File: src/rtl/tmrp_pkg.sv
package tmrp_pkg;

  typedef enum logic [1:0] {
    MODE_SPLIT    = 2'd0,
    MODE_MIXED    = 2'd1,
    MODE_WIDE_TMR = 2'd2,
    MODE_WIDE_EVT = 2'd3
  } tmr_mode_e;

  localparam int unsigned REG_PRESC = 0;
  localparam int unsigned REG_MLO   = 1;
  localparam int unsigned REG_MHI   = 2;
  localparam int unsigned REG_IEN   = 3;
  localparam int unsigned REG_FLAGS = 4;
  localparam int unsigned REG_CLO   = 5;
  localparam int unsigned REG_CHI   = 6;
  localparam int unsigned REG_KLO   = 7;
  localparam int unsigned REG_KHI   = 8;

endpackage

File: src/rtl/tmrp_prescaler.sv
module tmrp_prescaler #(
  parameter int unsigned PRE_W = 8
) (
  input  logic             clk,
  input  logic             rst,
  input  logic             clr,
  input  logic             en,
  input  logic [PRE_W-1:0] limit,
  output logic             tick
);
  logic [PRE_W-1:0] div_q;
  logic             at_lim;

  // >= keeps the divider from running the long way round if the limit drops
  assign at_lim = (div_q >= limit);
  assign tick   = en && at_lim;

  always_ff @(posedge clk) begin
    if (rst || clr) begin
      div_q <= '0;
    end else if (en) begin
      div_q <= at_lim ? '0 : div_q + 1'b1;
    end
  end
endmodule

File: src/rtl/tmrp_half.sv
module tmrp_half #(
  parameter int unsigned W = 8
) (
  input  logic         clk,
  input  logic         rst,
  input  logic         clr,
  input  logic         inc,
  input  logic         reload,
  input  logic         cap,
  output logic [W-1:0] cnt,
  output logic [W-1:0] cap_val
);
  always_ff @(posedge clk) begin
    if (rst || clr) begin
      cnt <= '0;
    end else if (reload) begin
      cnt <= '0;
    end else if (inc) begin
      cnt <= cnt + 1'b1;
    end
  end

  always_ff @(posedge clk) begin
    if (rst) begin
      cap_val <= '0;
    end else if (cap) begin
      cap_val <= cnt;
    end
  end
endmodule

File: src/rtl/tmrp_timer_pair.sv
module tmrp_timer_pair
  import tmrp_pkg::*;
#(
  parameter int unsigned HALF_W = 8,
  parameter int unsigned PRE_W  = 8,
  parameter int unsigned ADDR_W = 4
) (
  input  logic              clk,
  input  logic              rst,
  input  logic              sys_en,
  input  logic              evt_in,
  input  logic [1:0]        mode_sel,
  input  logic              cap_lo,
  input  logic              cap_hi,
  input  logic              wr_en,
  input  logic [ADDR_W-1:0] wr_addr,
  input  logic [HALF_W-1:0] wr_data,
  input  logic [ADDR_W-1:0] rd_addr,
  output logic [HALF_W-1:0] rd_data,
  output logic              irq_lo,
  output logic              irq_hi
);
  localparam int unsigned NH    = 2;
  localparam int unsigned CNT_W = NH * HALF_W;

  tmr_mode_e                     mode_q;
  logic                          mode_chg;
  logic                          wide;
  logic                          lo_evt_src;
  logic                          hi_evt_src;
  logic                          pre_tick;
  logic                          lo_adv;
  logic                          hi_step;
  logic                          wide_hit;
  logic [CNT_W-1:0]              cnt16;
  logic [CNT_W-1:0]              match16;
  logic [NH-1:0][HALF_W-1:0]     cnt_v;
  logic [NH-1:0][HALF_W-1:0]     cap_v;
  logic [NH-1:0][HALF_W-1:0]     match_q;
  logic [NH-1:0]                 inc_v;
  logic [NH-1:0]                 reload_v;
  logic [NH-1:0]                 capt_v;
  logic [NH-1:0]                 set_ev;
  logic [NH-1:0]                 flag_q;
  logic [NH-1:0]                 ie_q;
  logic [NH-1:0]                 irq_q;
  logic [PRE_W-1:0]              presc_q;
  logic [HALF_W-1:0]             rd_nxt;
  logic                          wr_flags;

  // ---------------- mode tracking ----------------
  always_ff @(posedge clk) begin
    if (rst) mode_q <= MODE_SPLIT;
    else     mode_q <= tmr_mode_e'(mode_sel);
  end

  assign mode_chg   = (mode_sel != mode_q);
  assign wide       = (mode_q == MODE_WIDE_TMR) || (mode_q == MODE_WIDE_EVT);
  assign lo_evt_src = (mode_q == MODE_WIDE_EVT);
  assign hi_evt_src = (mode_q == MODE_MIXED) || (mode_q == MODE_WIDE_EVT);

  tmrp_prescaler #(.PRE_W(PRE_W)) u_pre (
    .clk   (clk),
    .rst   (rst),
    .clr   (mode_chg),
    .en    (sys_en),
    .limit (presc_q),
    .tick  (pre_tick)
  );

  // ---------------- advance / reload decisions ----------------
  assign cnt16    = {cnt_v[1], cnt_v[0]};
  assign match16  = {match_q[1], match_q[0]};
  assign lo_adv   = lo_evt_src ? evt_in : pre_tick;
  assign hi_step  = hi_evt_src ? evt_in : pre_tick;
  assign wide_hit = wide && lo_adv && (cnt16 == match16);

  assign inc_v[0]    = lo_adv;
  assign inc_v[1]    = wide ? (lo_adv && (&cnt_v[0])) : hi_step;
  assign reload_v[0] = wide ? wide_hit : (lo_adv && (cnt_v[0] == match_q[0]));
  assign reload_v[1] = wide ? wide_hit : (hi_step && (cnt_v[1] == match_q[1]));
  assign capt_v[0]   = wide ? (cap_lo || cap_hi) : cap_lo;
  assign capt_v[1]   = wide ? (cap_lo || cap_hi) : cap_hi;
  assign set_ev[0]   = !wide && reload_v[0];
  assign set_ev[1]   = reload_v[1];

  assign wr_flags = wr_en && (wr_addr == ADDR_W'(REG_FLAGS));

  // ---------------- per-half datapath ----------------
  for (genvar g = 0; g < NH; g++) begin : g_half
    tmrp_half #(.W(HALF_W)) u_half (
      .clk     (clk),
      .rst     (rst),
      .clr     (mode_chg),
      .inc     (inc_v[g]),
      .reload  (reload_v[g]),
      .cap     (capt_v[g]),
      .cnt     (cnt_v[g]),
      .cap_val (cap_v[g])
    );

    always_ff @(posedge clk) begin
      if (rst) begin
        flag_q[g] <= 1'b0;
      end else if (set_ev[g]) begin
        flag_q[g] <= 1'b1;
      end else if (wr_flags && wr_data[g]) begin
        flag_q[g] <= 1'b0;
      end
    end

    always_ff @(posedge clk) begin
      if (rst) irq_q[g] <= 1'b0;
      else     irq_q[g] <= flag_q[g] && ie_q[g];
    end
  end

  assign irq_lo = irq_q[0];
  assign irq_hi = irq_q[1];

  // ---------------- configuration registers ----------------
  always_ff @(posedge clk) begin
    if (rst) begin
      presc_q <= '0;
      match_q <= '1;
      ie_q    <= '0;
    end else if (wr_en) begin
      if (wr_addr == ADDR_W'(REG_PRESC)) presc_q    <= wr_data[PRE_W-1:0];
      if (wr_addr == ADDR_W'(REG_MLO))   match_q[0] <= wr_data;
      if (wr_addr == ADDR_W'(REG_MHI))   match_q[1] <= wr_data;
      if (wr_addr == ADDR_W'(REG_IEN))   ie_q       <= wr_data[NH-1:0];
    end
  end

  // ---------------- registered read port ----------------
  always_comb begin
    rd_nxt = '0;
    case (rd_addr)
      ADDR_W'(REG_PRESC): rd_nxt = HALF_W'(presc_q);
      ADDR_W'(REG_MLO):   rd_nxt = match_q[0];
      ADDR_W'(REG_MHI):   rd_nxt = match_q[1];
      ADDR_W'(REG_IEN):   rd_nxt = HALF_W'(ie_q);
      ADDR_W'(REG_FLAGS): rd_nxt = HALF_W'(flag_q);
      ADDR_W'(REG_CLO):   rd_nxt = cnt_v[0];
      ADDR_W'(REG_CHI):   rd_nxt = cnt_v[1];
      ADDR_W'(REG_KLO):   rd_nxt = cap_v[0];
      ADDR_W'(REG_KHI):   rd_nxt = cap_v[1];
      default:            rd_nxt = '0;
    endcase
  end

  always_ff @(posedge clk) begin
    if (rst) rd_data <= '0;
    else     rd_data <= rd_nxt;
  end
endmodule

File: config.mk
export PLATFORM = sky130hd
export DESIGN_NAME = tmrp_timer_pair
export DESIGN_NICKNAME = d
export VERILOG_FILES = /design/src/rtl/tmrp_pkg.sv /design/src/rtl/tmrp_prescaler.sv /design/src/rtl/tmrp_half.sv /design/src/rtl/tmrp_timer_pair.sv
export SDC_FILE = /design/constraint.sdc
export NUM_CORES = 1
export LEC_CHECK = 0
export BUFFER_PORTS_ARGS = -buffer_cell sky130_fd_sc_hd__buf_2
export CORE_ASPECT_RATIO = 2
export CORE_UTILIZATION = 36
export DETAILED_ROUTE_END_ITERATION = 12
export GPL_ROUTABILITY_DRIVEN = 0
export SETUP_SLACK_MARGIN = 0.02
export SYNTH_ARGS = -nofsm -noshare
export SYNTH_HDL_FRONTEND = slang
export SYNTH_SLANG_ARGS = --single-unit
File: constraint.sdc
create_clock -name clk -period 2.4 [get_ports clk]
set_input_delay 0.12 -clock clk [delete_from_list [all_inputs] [get_ports clk]]
set_output_delay 0.12 -clock clk [all_outputs]
set_load 0.02 [all_outputs]
==> impl_results.rst <==
.. list-table::
   :header-rows: 1

   * - Metric
     - Value
   * - Post-CTS Setup Bufs
     - 0
   * - Wirelength per Cell
     - ~20 um
   * - Initial core utilization
     - roughly 37%
   * - Largest family of logic cells by synthesized area
     - compound AO/OA/AOI/OAI gates
   * - Via count of the first global-routing pass
     - just over 4000
   * - Final setup slack of the worst path
     - roughly 0.18 ns
   * - Biggest cell delay along the critical path
     - roughly 0.38 ns
   * - Met1 track demand over resource in global routing
     - a little under a quarter
   * - Final HPWL DP
     - ~11 mm
   * - Final Max Slew Viols
     - 0
   * - I/O pin cnt
     - 35
   * - Number of enable-type register cells in the synthesized netlist
     - 0
   * - Avg Cell Area, Syn
     - 8.53 sq um
   * - Startpoint-to-endpoint class of the critical path
     - flip-flop to flip-flop
   * - Critical-path top delay cell
     - sky130_fd_sc_hd__dfxtp_1
   * - Crit. End Element
     - flip-flop
   * - Layout-stage area growth over the synthesis result
     - 16.2%
   * - Share of synthesized cell area in full adder, half adder and majority cells
     - 3.17%
   * - Skew-Pair Late Insertion Delay
     - about 0.34 ns
   * - Post-synthesis net count
     - 545
   * - Wire length reported by the detailed router
     - 13.7 mm
   * - Highest attainable clock frequency
     - 450 MHz
   * - Via count
     - approximately 4000
   * - Wire length of the first global-routing pass
     - about 22 mm
   * - Type of origin of the critical path
     - flip-flop
   * - Portion of the post-synthesis area used by sequential elements
     - between 30% and 40%
   * - Routed Antenna Nets
     - 0
   * - Number of antenna violations at the first check in global routing
     - 0
   * - CTS resizes
     - 0
   * - Met2 routing resource usage after global routing
     - 42.5%
   * - Area of combinational cells with multiple inputs
     - about 0.0025 sq mm
   * - Post-route clock period utilization
     - approximately 93%
   * - Pwr dens
     - 617 mW/mm^2
   * - Kind of cell adding the most delay to the critical path
     - compound AO/OA/AOI/OAI gates
   * - Violation count after the first detailed-routing iteration
     - 266
   * - Area share of xor/xnor cells in the synthesized design
     - 6.46%
   * - Final Hold Violating Endpoints
     - 0
   * - Input/output buffers
     - 34
   * - Placement Setup Slack
     - 0.234 ns
   * - H-tree levels
     - 3
   * - Storage element area
     - between 0.0015 and 0.002 sq mm
   * - Hold buffers post-CTS
     - 3
   * - Post-layout minimum cycle time
     - about 2.2 ns
   * - Number of iterations in the first detailed-routing pass
     - 5
   * - Die outline width
     - approximately 80 um
   * - Diode count
     - 0
   * - Highest net fanout along the worst path
     - 8
   * - Data required, critical path
     - 2.66 ns
   * - Instance count of the mapped netlist
     - 509
   * - GRT Residual Overflow
     - 0
   * - Maximum resistive drop on vdd
     - 0.472 mV
   * - Number of clock buffers inserted by TritonCTS
     - 9
   * - Slew @ Worst Pin
     - about 0.86 ns
   * - # setup viols final
     - 0
   * - DP Cell Count
     - 677
   * - Buffer type at the clock tree root
     - sky130_fd_sc_hd__clkbuf_16
   * - Layout Cells excl Fill
     - 696
   * - Final total negative setup slack
     - 0 ns
   * - Rel. slew slack
     - 42.5%
   * - Number of max-capacitance violations reported
     - 0
   * - Static leakage power
     - around 0.0019 uW
   * - Setup repair after global routing missed its margin
     - false
   * - Synthesized area
     - about 0.0043 sq mm
   * - Rows
     - 56
   * - Average vias per placed instance
     - 5.76
   * - Compound-Gate Fraction of Synth Area
     - 22.2%
   * - CTS max path bufs
     - 2
   * - Seq cells post-synth
     - 80
   * - Buffering stage count on the worst path with inverters included
     - 1
   * - Met3 Resource Use GR
     - between 3 and 4%
   * - Main synth FF type
     - sky130_fd_sc_hd__dfxtp_1
   * - Clock tree sinks
     - 80
   * - Largest net degree at the start of global routing
     - 28
   * - Proportion of synthesized flip-flops having asynchronous set or reset
     - 0%
   * - Min-Delay Path Class
     - input pin to flip-flop
   * - Reg clk slew, reported paths
     - 0.06 ns
   * - Global-route usage over all layers
     - approximately a quarter
   * - Floorplan core area
     - roughly 0.012 sq mm
   * - Post-synthesis simple-gate area fraction
     - about a fifth
   * - Final Hold Slack
     - around 0.011 ns
   * - Outcome
     - complete, no violations
   * - Total Die Area
     - 0.0125 sq mm
   * - Signal arrival time at the worst endpoint
     - approximately 2.5 ns
   * - TritonCTS clock tree
     - built
   * - Worst clock skew
     - 0.00696 ns
   * - Busiest layer in global routing
     - met2
   * - Number of nets in the finished design
     - roughly 580
   * - Cell Chain, Critical Path
     - inv_1 -> ha_1 -> a41oi_2 -> o21ai_2 -> or2_1 -> o211ai_4 -> nand3_4 -> a21oi_1
   * - Fraction of final layout cells with drive strength greater than 1
     - ~17%
   * - DRC errors left
     - 0
   * - Ys Warns
     - 0
   * - Multiplexer fraction of the synthesized cell area
     - 5.79%
   * - Chip Height
     - between 150 and 200 um
   * - Unique masters post-synth
     - 66
   * - Layout fillers
     - roughly 1100
kinds of logic after synthesis:
kind of cell,after synthesis
simple gates,185
compound gates,126
flops,80
buf+inv,51
xor+xnor,32
mux,24
fa+ha+maj,11
through the flow:
step,area (sq um),utilization (%),total power (uW)
after floorplan,4340,-,1550
after global placement,4690,40.1,1640
after detailed placement,4690,40.1,1640
after CTS,5040,43.1,3130
after global routing,5040,43.1,3220
final,5040,43.1,3110
where the power goes:
part,total (uW),switching (uW),internal [uW],leakage [uW]
combinational,259,171,87.6,0.00106
sequential,1360,18.5,1340,0.000647
clock,1490,575,917,0.000149
total,3110,765,2350,0.00186
cell usage in the layout, fill, tap and decap left out, types with 3 or more instances in the layout:
| cell type | count |
|---|---|
| sky130_fd_sc_hd__dfxtp_1 | 80 |
| sky130_fd_sc_hd__nor2_1 | 61 |
| sky130_fd_sc_hd__nand2_1 | 58 |
| sky130_fd_sc_hd__a21oi_1 | 46 |
| sky130_fd_sc_hd__buf_2 | 34 |
| sky130_fd_sc_hd__inv_1 | 25 |
| sky130_fd_sc_hd__xnor2_1 | 24 |
| sky130_fd_sc_hd__mux2i_1 | 17 |
| sky130_fd_sc_hd__a211o_1 | 17 |
| sky130_fd_sc_hd__buf_4 | 15 |
| sky130_fd_sc_hd__nor2b_1 | 13 |
| sky130_fd_sc_hd__nand3_1 | 11 |
| sky130_fd_sc_hd__ha_1 | 11 |
| sky130_fd_sc_hd__nand4_1 | 10 |
| sky130_fd_sc_hd__o21ai_0 | 9 |
| sky130_fd_sc_hd__clkbuf_16 | 9 |
| sky130_fd_sc_hd__xor2_1 | 8 |
| sky130_fd_sc_hd__mux2_2 | 6 |
| sky130_fd_sc_hd__a21o_1 | 6 |
| sky130_fd_sc_hd__a22o_1 | 5 |
| sky130_fd_sc_hd__o211ai_1 | 5 |
| sky130_fd_sc_hd__nor3_1 | 4 |
| sky130_fd_sc_hd__a221oi_1 | 4 |
| sky130_fd_sc_hd__o2111ai_1 | 4 |
| sky130_fd_sc_hd__nand4b_1 | 4 |
| sky130_fd_sc_hd__or3_1 | 3 |
| sky130_fd_sc_hd__nand3b_1 | 3 |
| sky130_fd_sc_hd__dlygate4sd3_1 | 3 |
routing by layer:
metal / part of all wire, % / up-vias
li1: - / 1871
met1: 36 / 1917
met2: 53 / 156
met3: 3.8 / 68
met4: 7.4 / 0
met5: 0 / -
final cells by class:
cell class	instances	area share, %
inverter	25	1.86
sequential	80	31.8
clock inverter	6	1.84
tap	145	3.60
clock buffer	10	4.54
timing repair buffer	52	6.20
multi-input combinational	378	50.2
final timing paths:
path | from | to | slack [ns] | cells past startpoint
max | presc_q[5]$_SDFFE_PP0P_ | g_half[1].u_half.cnt[1]$_SDFFE_PP0P_ | 0.18 | 8
min | wr_data[4] | match16[12]$_SDFFE_PP1P_ | 0.01 | 2
max reg2reg | presc_q[5]$_SDFFE_PP0P_ | g_half[1].u_half.cnt[1]$_SDFFE_PP0P_ | 0.18 | 8
min reg2reg | g_half[0].u_half.cap_val[6]$_SDFFE_PP0P_ | g_half[0].u_half.cap_val[6]$_SDFFE_PP0P_ | 0.45 | 2
cell usage after synthesis (all sizes together), types with 3 or more instances:
master | number | area (sq um)
dfxtp | 80 | 1600
nor2 | 62 | 235
nand2 | 59 | 224
a21oi | 47 | 246
inv | 25 | 93.8
xnor2 | 24 | 210
mux2i | 18 | 184
a211o | 17 | 149
clkbuf | 14 | 53.8
nor2b | 14 | 90.1
o21ai | 13 | 72.6
buf | 12 | 60.1
nand3 | 12 | 72.6
ha | 11 | 138
nand4 | 11 | 75.1
o211ai | 8 | 83.8
xor2 | 8 | 70.1
a21o | 6 | 45.0
mux2 | 6 | 67.6
nor3 | 6 | 40.0
a22o | 5 | 43.8
o2111ai | 5 | 61.3
a221oi | 4 | 35.0
nand4b | 4 | 35.0
a2111oi | 3 | 35.0
nand3b | 3 | 22.5
or3 | 3 | 18.8
flip-flops by register name, summed over array words and instances (netlist names):
register               cells
g_half.u_half.cnt         16
irq_lo                     1
g_half.u_half.cap_val     16
flag_q                     2
irq_hi                     1
u_pre.div_q                8
ie_q                       2
match16                   16
rd_data                    8
presc_q                    8
mode_q                     2
Power figures use the tool's default switching activity.
